--- config.mk ---
export PLATFORM = sky130hd
export DESIGN_NAME = expo_seq
export DESIGN_NICKNAME = d
export VERILOG_FILES = /design/src/rtl/expo_seq_pkg.sv /design/src/rtl/expo_seq_dp.sv /design/src/rtl/expo_seq_ctrl.sv /design/src/rtl/expo_seq.sv
export SDC_FILE = /design/constraint.sdc
export NUM_CORES = 1
export LEC_CHECK = 0
export ABC_CLOCK_PERIOD_IN_PS = 2900
export CAP_MARGIN = 20
export CORE_ASPECT_RATIO = 0.8
export CORE_MARGIN = 8
export CORE_UTILIZATION = 30
export CTS_CLUSTER_DIAMETER = 120
export DETAILED_ROUTE_END_ITERATION = 16
export PLACE_DENSITY = 0.56
export SLEW_MARGIN = 10
export SYNTH_ARGS = -nofsm -noshare
export SYNTH_HDL_FRONTEND = slang
export SYNTH_HIERARCHICAL = 1
export SYNTH_SLANG_ARGS = --single-unit
--- constraint.sdc ---
create_clock -name clk -period 2.9 [get_ports clk]
set_clock_uncertainty 0.2 [all_clocks]
set_input_delay 0.29 -clock clk [delete_from_list [all_inputs] [get_ports clk]]
set_output_delay 0.29 -clock clk [all_outputs]
set_load 0.05 [all_outputs]
--- src/rtl/expo_seq_pkg.sv ---
package expo_seq_pkg;

  typedef enum logic [1:0] {
    ST_IDLE = 2'd0,
    ST_GRST = 2'd1,
    ST_INT  = 2'd2,
    ST_DONE = 2'd3
  } seqState_t;

  // control -> datapath strobes
  typedef struct packed {
    logic loadRst;
    logic loadInt;
    logic inInt;
    logic clrPulse;
  } seqStrobe_t;

  // datapath -> control status
  typedef struct packed {
    logic cntLast;
    logic rstZero;
    logic intZero;
  } seqStatus_t;

endpackage

--- src/rtl/expo_seq_dp.sv ---
module expo_seq_dp
  import expo_seq_pkg::*;
#(
  parameter int CNT_W = 16
) (
  input  logic             clk,
  input  logic             rstN,
  input  seqStrobe_t       strb,
  input  logic             lineTick,
  input  logic             lineMode,
  input  logic             dsEnable,
  input  logic             tsEnable,
  input  logic [CNT_W-1:0] resetLen,
  input  logic [CNT_W-1:0] slopeLen,
  input  logic [CNT_W-1:0] intLen,
  input  logic [CNT_W-1:0] dsLen,
  input  logic [CNT_W-1:0] tsLen,
  output seqStatus_t       stat,
  output logic             slopeReset
);

  localparam logic [CNT_W-1:0] ZERO = '0;
  localparam logic [CNT_W-1:0] ONE  = {{(CNT_W-1){1'b0}}, 1'b1};

  logic             tick;
  logic [CNT_W-1:0] phaseCnt;
  logic [CNT_W-1:0] pulseCnt;
  logic             dsFired;
  logic             tsFired;
  logic             dsHit;
  logic             tsHit;

  // one unit of time: a clock cycle or a line tick
  assign tick = lineMode ? lineTick : 1'b1;

  // shared phase countdown, reloaded at each phase entry
  always_ff @(posedge clk) begin
    if (!rstN)                         phaseCnt <= ZERO;
    else if (strb.loadRst)             phaseCnt <= resetLen;
    else if (strb.loadInt)             phaseCnt <= intLen;
    else if (tick && phaseCnt != ZERO) phaseCnt <= phaseCnt - ONE;
  end

  assign stat.cntLast = tick && (phaseCnt == ONE);
  assign stat.rstZero = (resetLen == ZERO);
  assign stat.intZero = (intLen == ZERO);

  // trigger points: remaining integration equals the programmed mark
  assign dsHit = strb.inInt && dsEnable && !dsFired && (phaseCnt == dsLen);
  assign tsHit = strb.inInt && tsEnable && !tsFired && (phaseCnt == tsLen);

  always_ff @(posedge clk) begin
    if (!rstN || strb.loadInt) begin
      dsFired <= 1'b0;
      tsFired <= 1'b0;
    end else begin
      if (dsHit) dsFired <= 1'b1;
      if (tsHit) tsFired <= 1'b1;
    end
  end

  // partial-reset pulse width counter, runs alongside integration
  always_ff @(posedge clk) begin
    if (!rstN || strb.clrPulse)        pulseCnt <= ZERO;
    else if (dsHit || tsHit)           pulseCnt <= slopeLen;
    else if (tick && pulseCnt != ZERO) pulseCnt <= pulseCnt - ONE;
  end

  assign slopeReset = (pulseCnt != ZERO);


  count_hold_chk: assert property (@(posedge clk) disable iff (!rstN)
    (!tick && !strb.loadRst && !strb.loadInt) |=> (phaseCnt == $past(phaseCnt)));


  slope_in_int_chk: assert property (@(posedge clk) disable iff (!rstN)
    (pulseCnt != ZERO) |-> strb.inInt);


  pulse_load_chk: assert property (@(posedge clk) disable iff (!rstN)
    ((dsHit || tsHit) && !strb.clrPulse) |=> (pulseCnt == $past(slopeLen)));

endmodule

--- src/rtl/expo_seq_ctrl.sv ---
module expo_seq_ctrl
  import expo_seq_pkg::*;
(
  input  logic       clk,
  input  logic       rstN,
  input  logic       startPulse,
  input  seqStatus_t stat,
  output seqStrobe_t strb,
  output logic       globalReset,
  output logic       integrating,
  output logic       done
);

  seqState_t state, nextState;

  always_comb begin
    nextState     = state;
    strb.loadRst  = 1'b0;
    strb.loadInt  = 1'b0;
    strb.clrPulse = 1'b0;
    unique case (state)
      ST_IDLE: if (startPulse) begin
        if (!stat.rstZero) begin
          nextState    = ST_GRST;
          strb.loadRst = 1'b1;
        end else if (!stat.intZero) begin
          nextState    = ST_INT;
          strb.loadInt = 1'b1;
        end else begin
          nextState    = ST_DONE;
        end
      end
      ST_GRST: if (stat.cntLast) begin
        if (stat.intZero) nextState = ST_DONE;
        else begin
          nextState    = ST_INT;
          strb.loadInt = 1'b1;
        end
      end
      ST_INT: if (stat.cntLast) begin
        nextState     = ST_DONE;
        strb.clrPulse = 1'b1;
      end
      ST_DONE: nextState = ST_IDLE;
      default: nextState = ST_IDLE;
    endcase
  end

  assign strb.inInt = (state == ST_INT);

  always_ff @(posedge clk) begin
    if (!rstN) state <= ST_IDLE;
    else       state <= nextState;
  end

  assign globalReset = (state == ST_GRST);
  assign integrating = (state == ST_INT);
  assign done        = (state == ST_DONE);


  done_single_chk: assert property (@(posedge clk) disable iff (!rstN)
    (state == ST_DONE) |=> (state == ST_IDLE));


  grst_entry_chk: assert property (@(posedge clk) disable iff (!rstN)
    (state == ST_INT || state == ST_DONE) |=> (state != ST_GRST));


  grst_hold_chk: assert property (@(posedge clk) disable iff (!rstN)
    (state == ST_GRST && !stat.cntLast) |=> (state == ST_GRST));


  int_hold_chk: assert property (@(posedge clk) disable iff (!rstN)
    (state == ST_INT && !stat.cntLast) |=> (state == ST_INT));

endmodule

--- src/rtl/expo_seq.sv ---
module expo_seq
  import expo_seq_pkg::*;
#(
  parameter int CNT_W = 16
) (
  input  logic             clk,
  input  logic             rstN,
  input  logic             startPulse,
  input  logic             lineTick,
  input  logic             lineMode,
  input  logic             dsEnable,
  input  logic             tsEnable,
  input  logic [CNT_W-1:0] resetLen,
  input  logic [CNT_W-1:0] slopeLen,
  input  logic [CNT_W-1:0] intLen,
  input  logic [CNT_W-1:0] dsLen,
  input  logic [CNT_W-1:0] tsLen,
  output logic             globalReset,
  output logic             slopeReset,
  output logic             integrating,
  output logic             done
);

  seqStrobe_t strb;
  seqStatus_t stat;

  expo_seq_ctrl u_ctrl (
    .clk         (clk),
    .rstN        (rstN),
    .startPulse  (startPulse),
    .stat        (stat),
    .strb        (strb),
    .globalReset (globalReset),
    .integrating (integrating),
    .done        (done)
  );

  expo_seq_dp #(.CNT_W(CNT_W)) u_dp (
    .clk        (clk),
    .rstN       (rstN),
    .strb       (strb),
    .lineTick   (lineTick),
    .lineMode   (lineMode),
    .dsEnable   (dsEnable),
    .tsEnable   (tsEnable),
    .resetLen   (resetLen),
    .slopeLen   (slopeLen),
    .intLen     (intLen),
    .dsLen      (dsLen),
    .tsLen      (tsLen),
    .stat       (stat),
    .slopeReset (slopeReset)
  );

endmodule

==> impl_metrics.env, run 1 <==
export IMPL_cts_sinks=36
export IMPL_die_area_um2=13900
export IMPL_power_density_nw_per_um2=878
export IMPL_worstPathArrival_ns=2.89
export IMPL_yosysUniqueCellTypes=56
export IMPL_ir_drop_mv=0.386
export IMPL_ys_seq_elements=36
export IMPL_cp_slowest_cell="or4_4"
export IMPL_synth_edf_count=0
export IMPL_area_delta_synth_final_pct=46.7
export IMPL_cp_max_fo=5
export IMPL_numPortBuffers=90
export IMPL_antenna_cells=0
export IMPL_grt_max_degree=33
export IMPL_nNetsFinal=594
export IMPL_end_kind="flip-flop"
export IMPL_grt_antenna_before_repair=0
export IMPL_cp_required_ns=2.91
export IMPL_design_power_total_uw=4000
export IMPL_hp_class="flip-flop to flip-flop"
export IMPL_synthCells=393
export IMPL_netlist_area_um2=3100
export IMPL_grt_setup_unrepaired="yes"
export IMPL_die_y_um=107
export IMPL_boundaryPins=91
export IMPL_num_vias=3352
export IMPL_outcome="completed"
export IMPL_insertion_delay_ns=0.28
export IMPL_cts_root_buf="clkbuf_16"
export IMPL_core_region_area_um2=10200
export IMPL_slew_limit_headroom_pct=64.7
export IMPL_finalSetupViolations=0
export IMPL_routedWlPerCell_um=17.1
export IMPL_dieWidth_um=130
export IMPL_cts_hold_buf=0
export IMPL_whs_ns=0.264
export IMPL_use_met1_pct=20.7
export IMPL_gp_congestion=0.943
export IMPL_grt_usage_pct=15.4
export IMPL_routed_via_density=5.25
export IMPL_slowest_delay_ns=0.58
export IMPL_r2r_slack_ns=0.02
export IMPL_cts_reportedPaths_clkPinSlew_ns=0.06
export IMPL_cp_top_family="simple AND/OR/NAND/NOR gates"
export IMPL_yosysWarnings=6
export IMPL_gr_total_overflow=0
export IMPL_hpwl_mm=8.65
export IMPL_async_flop_share_pct=0
export IMPL_fp_row_count=33
export IMPL_ys_seq_area_share_pct=23.2
export IMPL_drt_initial_drc_count=187
export IMPL_syn_nets=490
export IMPL_period_minus_slack_ns=2.88
export IMPL_drv_slew=0
export IMPL_avgSynthCellArea_um2=7.90
export IMPL_grt_pass1_vias=3316
export IMPL_finalCritPeriodShare_pct=99.3
export IMPL_critPathKind="flip-flop to flip-flop"
export IMPL_start_util_pct=30.6
export IMPL_dr_pass1_iters=4
export IMPL_clk_path_buf_depth=2
export IMPL_startpoint_type="flip-flop"
export IMPL_grt_pass1_wl_mm=17.0
export IMPL_final_antenna_net_count=0
export IMPL_busiest_layer="met2"
export IMPL_cts_tree="yes"
export IMPL_drcViolationCount=0
export IMPL_cp_num_buf_inv=0
export IMPL_cts_buffers=5
export IMPL_worst_pin_slew_ns=0.524
export IMPL_grt_util_met3_pct=4.37
export IMPL_drive_gt1_share_pct=15.5
export IMPL_p_leak_uw=0.00171
export IMPL_hold_violations=0
export IMPL_final_cells=638
export IMPL_routed_wl_mm=10.9
export IMPL_cp_cell_sequence="or4_4 -> nor4_4 -> nand2_1 -> and4bb_2 -> a32oi_2 -> nor2_4 -> nor2_2 -> a21boi_1 -> or3_1 -> a21oi_1"
export IMPL_met2_usage_pct=23.7
export IMPL_placed_cells=622
export IMPL_final_setup_tns_ns=0
export IMPL_fmax_mhz=347
export IMPL_synthFlopType="dfxtp_1"
export IMPL_max_cap_violations=0
export IMPL_htree_levels=2
==> metrics by stage <==
step,cell area (um2),worst slack [ns],utilization (%)
final,4550,0.0196,44.8
after global routing,4550,-0.121,44.8
after CTS,4430,0.00334,43.7
after detailed placement,4270,-0.0794,42.0
after global placement,4270,-0.0317,42.0
after floorplan,3110,0.00639,-
==> per-layer routing <==
layer  share of wire [%]  up-vias
li1                    -     1663
met1                  48     1568
met2                  43      111
met3                 8.1       10
met4                 1.1        0
met5                   0        -
==> cell type report <==
cell class | count | area, um2
fill | 1040 | 5600
multi-input combinational | 311 | 2240
timing repair buffer | 130 | 1220
sequential | 36 | 722
tap | 140 | 175
clock buffer | 7 | 143
inverter | 13 | 48.8
clock inverter | 1 | 7.51
==> power by group <==
part | total (uW) | leakage (uW) | internal (uW) | switching, uW
Sequential | 893 | 0.000297 | 689 | 203
Combinational | 2550 | 0.00134 | 1130 | 1420
Clock | 555 | 0.0000701 | 342 | 213
==> synthesized netlist by cell type (all sizes together) (7+ instances only) <==
library cell	count	area share [%]
o21ai	30	4.8
clkbuf	18	2.2
xnor2	11	3.1
nor3	12	2.1
o31a	7	2.0
o211ai	7	1.9
mux2i	19	6.1
nand3	12	1.9
a21oi	17	2.7
o21a	8	1.9
ha	10	4.0
inv	13	1.6
nand2	36	4.4
dfxtp	36	23
nor4	32	7.8
buf	15	2.9
xor2	29	8.2
nor2	18	2.2
==> timing repair <==
item                                    CTS  global route
pin swaps                                 2            12
endpoints found under the setup margin    6            16
resized for setup                         3            19
endpoints found under the hold margin     0             0
setup buffers                             1             6
==> cells in the final DEF (no fill, tap or decap), types with 5 or more instances in the layout <==
master / synthesis / final
a21oi_1: 17 / 15
buf_4: 3 / 37
clkbuf_16: 0 / 5
clkdlybuf4s50_1: 0 / 90
dfxtp_1: 36 / 35
ha_1: 10 / 10
inv_1: 13 / 13
mux2i_1: 19 / 19
nand2_1: 36 / 34
nand3_1: 12 / 12
nand4_1: 5 / 5
nor2_1: 18 / 14
nor3_1: 11 / 11
nor4_1: 28 / 28
o211ai_1: 6 / 6
o21a_1: 8 / 8
o21ai_0: 29 / 24
o31a_1: 7 / 7
xnor2_1: 11 / 11
xor2_1: 29 / 29
==> kinds of logic (layout without fill, tap and decap cells) <==
family	after synthesis	count (layout)	synth area share, %
adders and majority gates	10	10	4.03
muxes	20	20	6.49
AOI/OAI and AO/OA	96	96	21.2
and+or+nand+nor	145	145	27.2
xor gates and xnor gates	40	40	11.3
DFF	36	36	23.2
buffers and inverters	46	151	6.61
==> registers in the layout, indices dropped and copies added, names as in the netlist <==
name,cells
u_ctrl/state,2
u_dp/dsFired,1
u_dp/phaseCnt,16
u_dp/pulseCnt,16
u_dp/tsFired,1
==> final timing paths <==
kind / start / depth (start not counted) / to
worst max register to register: u_dp/phaseCnt[4] / 10 / u_dp/phaseCnt[3]
worst max-delay path: u_dp/phaseCnt[4] / 10 / u_dp/phaseCnt[3]
worst min-delay path: u_dp/dsFired / 1 / u_dp/dsFired
worst min register to register: u_dp/dsFired / 1 / u_dp/dsFired
(Power assumes the default switching activity.)
==> inputs of run 2 (changes only) <==
Settings changed: ABC_CLOCK_PERIOD_IN_PS 2900 to unset, SLEW_MARGIN 10 to 20.
==> run 2 against run 1 <==
  * Sequential power is essentially flat
  * Clock-buffer cell count is the same
  * Non-clock buffer count shrank 1
  * Via count grew 0.63%
  * Register-to-register slack is essentially flat
  * Critical path depth is the same
  * Largest power group unchanged
==> impl_metrics.env, run 2 (synthesized netlist as in run 1, its figures left out) <==
export IMPL_cp_max_fo=5
export IMPL_antenna_cells=0
export IMPL_design_power_total_uw=4000
export IMPL_final_common_cell="clkdlybuf4s50_1"
export IMPL_boundaryPins=91
export IMPL_dr_pass1_iters=5
export IMPL_max_cap_violations=0
export IMPL_cp_required_ns=2.92
export IMPL_layout_common_cells="clkdlybuf4s50_1 (90), buf_4 (37), dfxtp_1 (35), nand2_1 (34), xor2_1 (29)"
export IMPL_power_density_nw_per_um2=879
export IMPL_fmax_mhz=347
export IMPL_cts_buffers=5
export IMPL_routedWlPerCell_um=17.1
export IMPL_placed_cells=622
export IMPL_reg_top3="u_dp/phaseCnt (16), u_dp/pulseCnt (16), u_ctrl/state (2)"
export IMPL_cts_root_buf="clkbuf_16"
export IMPL_die_area_um2=13900
export IMPL_htree_levels=2
export IMPL_grt_pass1_vias=3316
export IMPL_insertion_delay_ns=0.28
export IMPL_area_delta_synth_final_pct=46.4
export IMPL_place_area_um2=4270
export IMPL_final_antenna_net_count=0
export IMPL_critPathKind="flip-flop to flip-flop"
export IMPL_fin_area_um2=4540
export IMPL_nNetsFinal=593
export IMPL_slew_limit_headroom_pct=58.8
export IMPL_drcViolationCount=0
export IMPL_ir_drop_mv=0.383
export IMPL_gp_congestion=0.943
export IMPL_outcome="completed"
export IMPL_worst_pin_slew_ns=0.617
export IMPL_fp_row_count=33
export IMPL_core_region_area_um2=10200
export IMPL_p_leak_uw=0.00170
export IMPL_cts_hold_buf=0
export IMPL_die_y_um=107
export IMPL_finalSetupViolations=0
export IMPL_cts_sinks=36
export IMPL_gr_total_overflow=0
export IMPL_numPortBuffers=90
export IMPL_hp_class="flip-flop to flip-flop"
export IMPL_start_util_pct=30.6
export IMPL_finalCritPeriodShare_pct=99.2
export IMPL_fill_cells=1040
export IMPL_num_vias=3373
export IMPL_clk_path_buf_depth=2
export IMPL_grt_usage_pct=15.4
export IMPL_period_minus_slack_ns=2.88
export IMPL_routed_wl_mm=10.9
export IMPL_cts_reportedPaths_clkPinSlew_ns=0.06
export IMPL_final_cells=637
export IMPL_end_kind="flip-flop"
export IMPL_worstPathArrival_ns=2.89
export IMPL_cts_tree="yes"
export IMPL_dieWidth_um=130
export IMPL_grt_max_degree=33
export IMPL_hpwl_mm=8.65
export IMPL_startpoint_type="flip-flop"
export IMPL_fin_util_pct=44.7
export IMPL_routed_via_density=5.30
export IMPL_grt_pass1_wl_mm=17.0
export IMPL_drive_gt1_share_pct=15.3
export IMPL_grt_antenna_before_repair=0
export IMPL_drt_initial_drc_count=174
export IMPL_drv_slew=0
export IMPL_hold_violations=0
export IMPL_grt_setup_unrepaired="yes"
[run 2: cell types whose count changed in the layout (fill, tap and decap cells not counted), sizes merged]
cell and delta:
buf -1
[run 2: worst paths after layout]
path,start,to,slack [ns],depth (start not counted)
setup reg to reg,u_dp/phaseCnt[4],u_dp/phaseCnt[3],0.02,10
hold reg to reg,u_dp/dsFired,u_dp/dsFired,0.26,1
setup / recovery,u_dp/phaseCnt[4],u_dp/phaseCnt[3],0.02,10
hold / removal,u_dp/dsFired,u_dp/dsFired,0.26,1
[run 2: final cells by class]
type                            count  area, um2  area share (%)
Clock inverter                      1       7.51           0.165
Inverter                           13       48.8            1.07
Tap cell                          140        175            3.85
Sequential cell                    36        722            15.9
Timing Repair Buffer              129       1200            26.4
Clock buffer                        7        143            3.14
Multi-Input combinational cell    311       2250            49.4
[run 2: per-stage QoR]
step | setup WS (ns) | TNS, ns | hold WS, ns
after floorplan | 0.00639 | 0 | 0.225
after global placement | -0.0317 | -0.0977 | 0.246
after detailed placement | -0.0794 | -0.318 | 0.254
after CTS | 0.00334 | 0 | 0.268
after global routing | -0.121 | -0.663 | 0.296
final | 0.0221 | 0 | 0.263
[run 2: worst max-delay path, stage by stage (launching register included)]
cell and delay (ns):
dfxtp_2 0.32, or4_4 0.57, nor4_4 0.28, nand2_1 0.11
and4bb_2 0.35, a32oi_2 0.08, nor2_4 0.20, nor2_2 0.08
a21boi_1 0.14, or3_1 0.36, a21oi_1 0.12
[run 2: timing repair]
item                                    4_1_cts  5_1_grt
endpoints found under the setup margin        6       16
gates resized for setup                       3       19
setup buffers                                 1        6
pin swaps                                     2       12
[run 2: power by group]
part           leakage [uW]  internal, uW  switching (uW)
registers          0.000297           689             205
clock network     0.0000701           343             219
logic               0.00133          1130            1410
[run 2: routing by layer]
| layer | vias up | global-route usage (%) | part of all wire (%) |
|---|---|---|---|
| li1 | 1669 | - | - |
| met1 | 1577 | 20.7 | 47 |
| met2 | 117 | 23.7 | 43 |
| met3 | 10 | 4.37 | 8.7 |
| met4 | 0 | 3.64 | 1.2 |
| met5 | - | 0 | 0 |
==> inputs of run 3 (changes only) <==
Settings changed: CAP_MARGIN 20 to unset, SETUP_SLACK_MARGIN set to 0.1.
==> run 3 against run 2 <==
  * Critical path depth unchanged
  * Core utilization increased by 0.46 points
  * Die area is the same
  * Worst setup slack better by 0.021 ns
  * First-iteration DRC count is 33% higher
  * Routed wire length is 2.3% higher
  * Global-route usage rose by 0.39 points
  * Maximum frequency up 0.75%
  * Largest power group unchanged
==> impl_metrics.env, run 3 (synthesized netlist as in run 1, its figures left out) <==
export IMPL_cp_num_buf_inv=0
export IMPL_numPortBuffers=90
export IMPL_cp_cell_sequence="or4_4 -> nor4_4 -> nand2_1 -> and4bb_2 -> a32oi_2 -> nor2_4 -> nor2_4 -> a21boi_4 -> or3_1 -> a21oi_1"
export IMPL_drt_initial_drc_count=231
export IMPL_p_leak_uw=0.00172
export IMPL_slowest_delay_ns=0.57
export IMPL_core_region_area_um2=10200
export IMPL_die_y_um=107
export IMPL_worst_slack_ns=0.0436
export IMPL_layout_common_cells="clkdlybuf4s50_1 (89), nand2_1 (36), buf_4 (35), dfxtp_1 (35), xor2_1 (29)"
export IMPL_grt_usage_pct=15.8
export IMPL_antenna_cells=0
export IMPL_hpwl_mm=8.80
export IMPL_gp_congestion=0.921
export IMPL_pre_cts_ws_ns=-0.0857
export IMPL_cts_sinks=36
export IMPL_multi_input_area_um2=2260
export IMPL_cp_max_fo=4
export IMPL_drive_gt1_share_pct=14.8
export IMPL_finalSetupViolations=0
export IMPL_boundaryPins=91
export IMPL_fp_row_count=33
export IMPL_worstPathArrival_ns=2.86
export IMPL_hold_violations=0
export IMPL_clk_path_buf_depth=2
export IMPL_htree_levels=2
export IMPL_fmax_mhz=350
export IMPL_nNetsFinal=595
export IMPL_ir_drop_mv=0.344
export IMPL_dieWidth_um=130
export IMPL_grt_setup_unrepaired="yes"
export IMPL_cp_top_family="simple AND/OR/NAND/NOR gates"
export IMPL_final_antenna_net_count=0
export IMPL_cts_buffers=5
export IMPL_startpoint_type="flip-flop"
export IMPL_final_cells=639
export IMPL_dr_pass1_iters=4
export IMPL_cts_reportedPaths_clkPinSlew_ns=0.06
export IMPL_routedWlPerCell_um=17.5
export IMPL_insertion_delay_ns=0.27
export IMPL_min_path_cells=1
export IMPL_start_util_pct=30.6
export IMPL_min_from="u_dp/tsFired"
export IMPL_placed_cells=624
export IMPL_period_minus_slack_ns=2.86
export IMPL_cts_root_buf="clkbuf_16"
export IMPL_grt_max_degree=33
export IMPL_holdPathEnd="u_dp/tsFired"
export IMPL_slew_limit_headroom_pct=54.2
export IMPL_grt_pass1_wl_mm=17.5
export IMPL_final_common_cell="clkdlybuf4s50_1"
export IMPL_grt_pass1_vias=3370
export IMPL_gr_total_overflow=0
export IMPL_fill_cells=1025
export IMPL_hp_class="flip-flop to flip-flop"
export IMPL_area_delta_synth_final_pct=47.9
export IMPL_grt_antenna_before_repair=0
export IMPL_cts_tree="yes"
export IMPL_power_density_nw_per_um2=874
export IMPL_design_power_total_uw=4010
export IMPL_cp_required_ns=2.90
export IMPL_r2r_slack_ns=0.04
export IMPL_r2r_end="u_dp/phaseCnt[3]"
export IMPL_reg_top3="u_dp/phaseCnt (16), u_dp/pulseCnt (16), u_ctrl/state (2)"
export IMPL_worst_pin_slew_ns=0.684
export IMPL_drv_slew=0
export IMPL_max_cap_violations=0
export IMPL_die_area_um2=13900
export IMPL_cp_slowest_cell="or4_4"
export IMPL_end_kind="flip-flop"
export IMPL_drcViolationCount=0
export IMPL_final_seq_area_um2=722
export IMPL_critPathKind="flip-flop to flip-flop"
export IMPL_routed_via_density=5.31
export IMPL_routed_wl_mm=11.2
export IMPL_outcome="completed"
export IMPL_num_vias=3391
export IMPL_worst_r2r_cell_count=10
export IMPL_r2r_start="u_dp/phaseCnt[11]"
export IMPL_finalCritPeriodShare_pct=98.5
export IMPL_critPathMostFrequentCell="nor2_4"
[run 3: stage by stage]
stage                     setup TNS [ns]  hold slack (ns)  area [um2]  util, %
after detailed placement          -0.269            0.246        4310     42.4
after CTS                              0            0.259        4520     44.5
after global placement           -0.0118            0.241        4310     42.4
after global routing              -0.316            0.274        4590     45.2
final                                  0            0.256        4590     45.2
after floorplan                        0            0.225        3160        -
[run 3: final cells by class]
type	instances	area share, %
repair buffers	131	26.9
multi-input cells	311	49.3
inverters	13	1.06
clock buffers	8	3.19
well taps	140	3.82
flip-flops and latches	36	15.7
[run 3: power breakdown]
group	internal, uW	switching [uW]	total [uW]
clock	343	199	542
sequential	690	220	909
combinational	1140	1430	2560
total	2170	1840	4010
[run 3: repair_timing]
item / CTS / global route
buffers inserted: 5 / 2
hold buffers: 0 / 0
endpoints found under the setup margin: 14 / 29
pin swaps: 8 / 12
gates resized for setup: 8 / 15
[run 3: routing by layer]
metal	track usage [%]	routed length (um)	vias to the layer above
met3	3.42	876	10
met1	21.3	5120	1580
met5	0	0	-
li1	-	-	1668
met4	2.73	116	0
met2	25.4	5040	133
[run 3: how the worst max path moves through the flow]
stage	start	endpoint	cells after the start
global placement	u_dp/phaseCnt[10]	u_dp/phaseCnt[3]	10
CTS	u_dp/phaseCnt[5]	u_dp/phaseCnt[3]	10
detailed placement	resetLen[11]	u_dp/phaseCnt[14]	12
global route	u_dp/phaseCnt[11]	u_dp/phaseCnt[14]	12
finish	u_dp/phaseCnt[11]	u_dp/phaseCnt[3]	10
floorplan	u_dp/phaseCnt[10]	u_dp/phaseCnt[15]	13
[run 3: worst register-to-register path, cell delays in order (launching register included)]
cell	delay [ns]
dfxtp_1	0.31
or4_4	0.57
nor4_4	0.25
nand2_1	0.11
and4bb_2	0.35
a32oi_2	0.09
nor2_4	0.21
nor2_4	0.06
a21boi_4	0.18
or3_1	0.32
a21oi_1	0.14
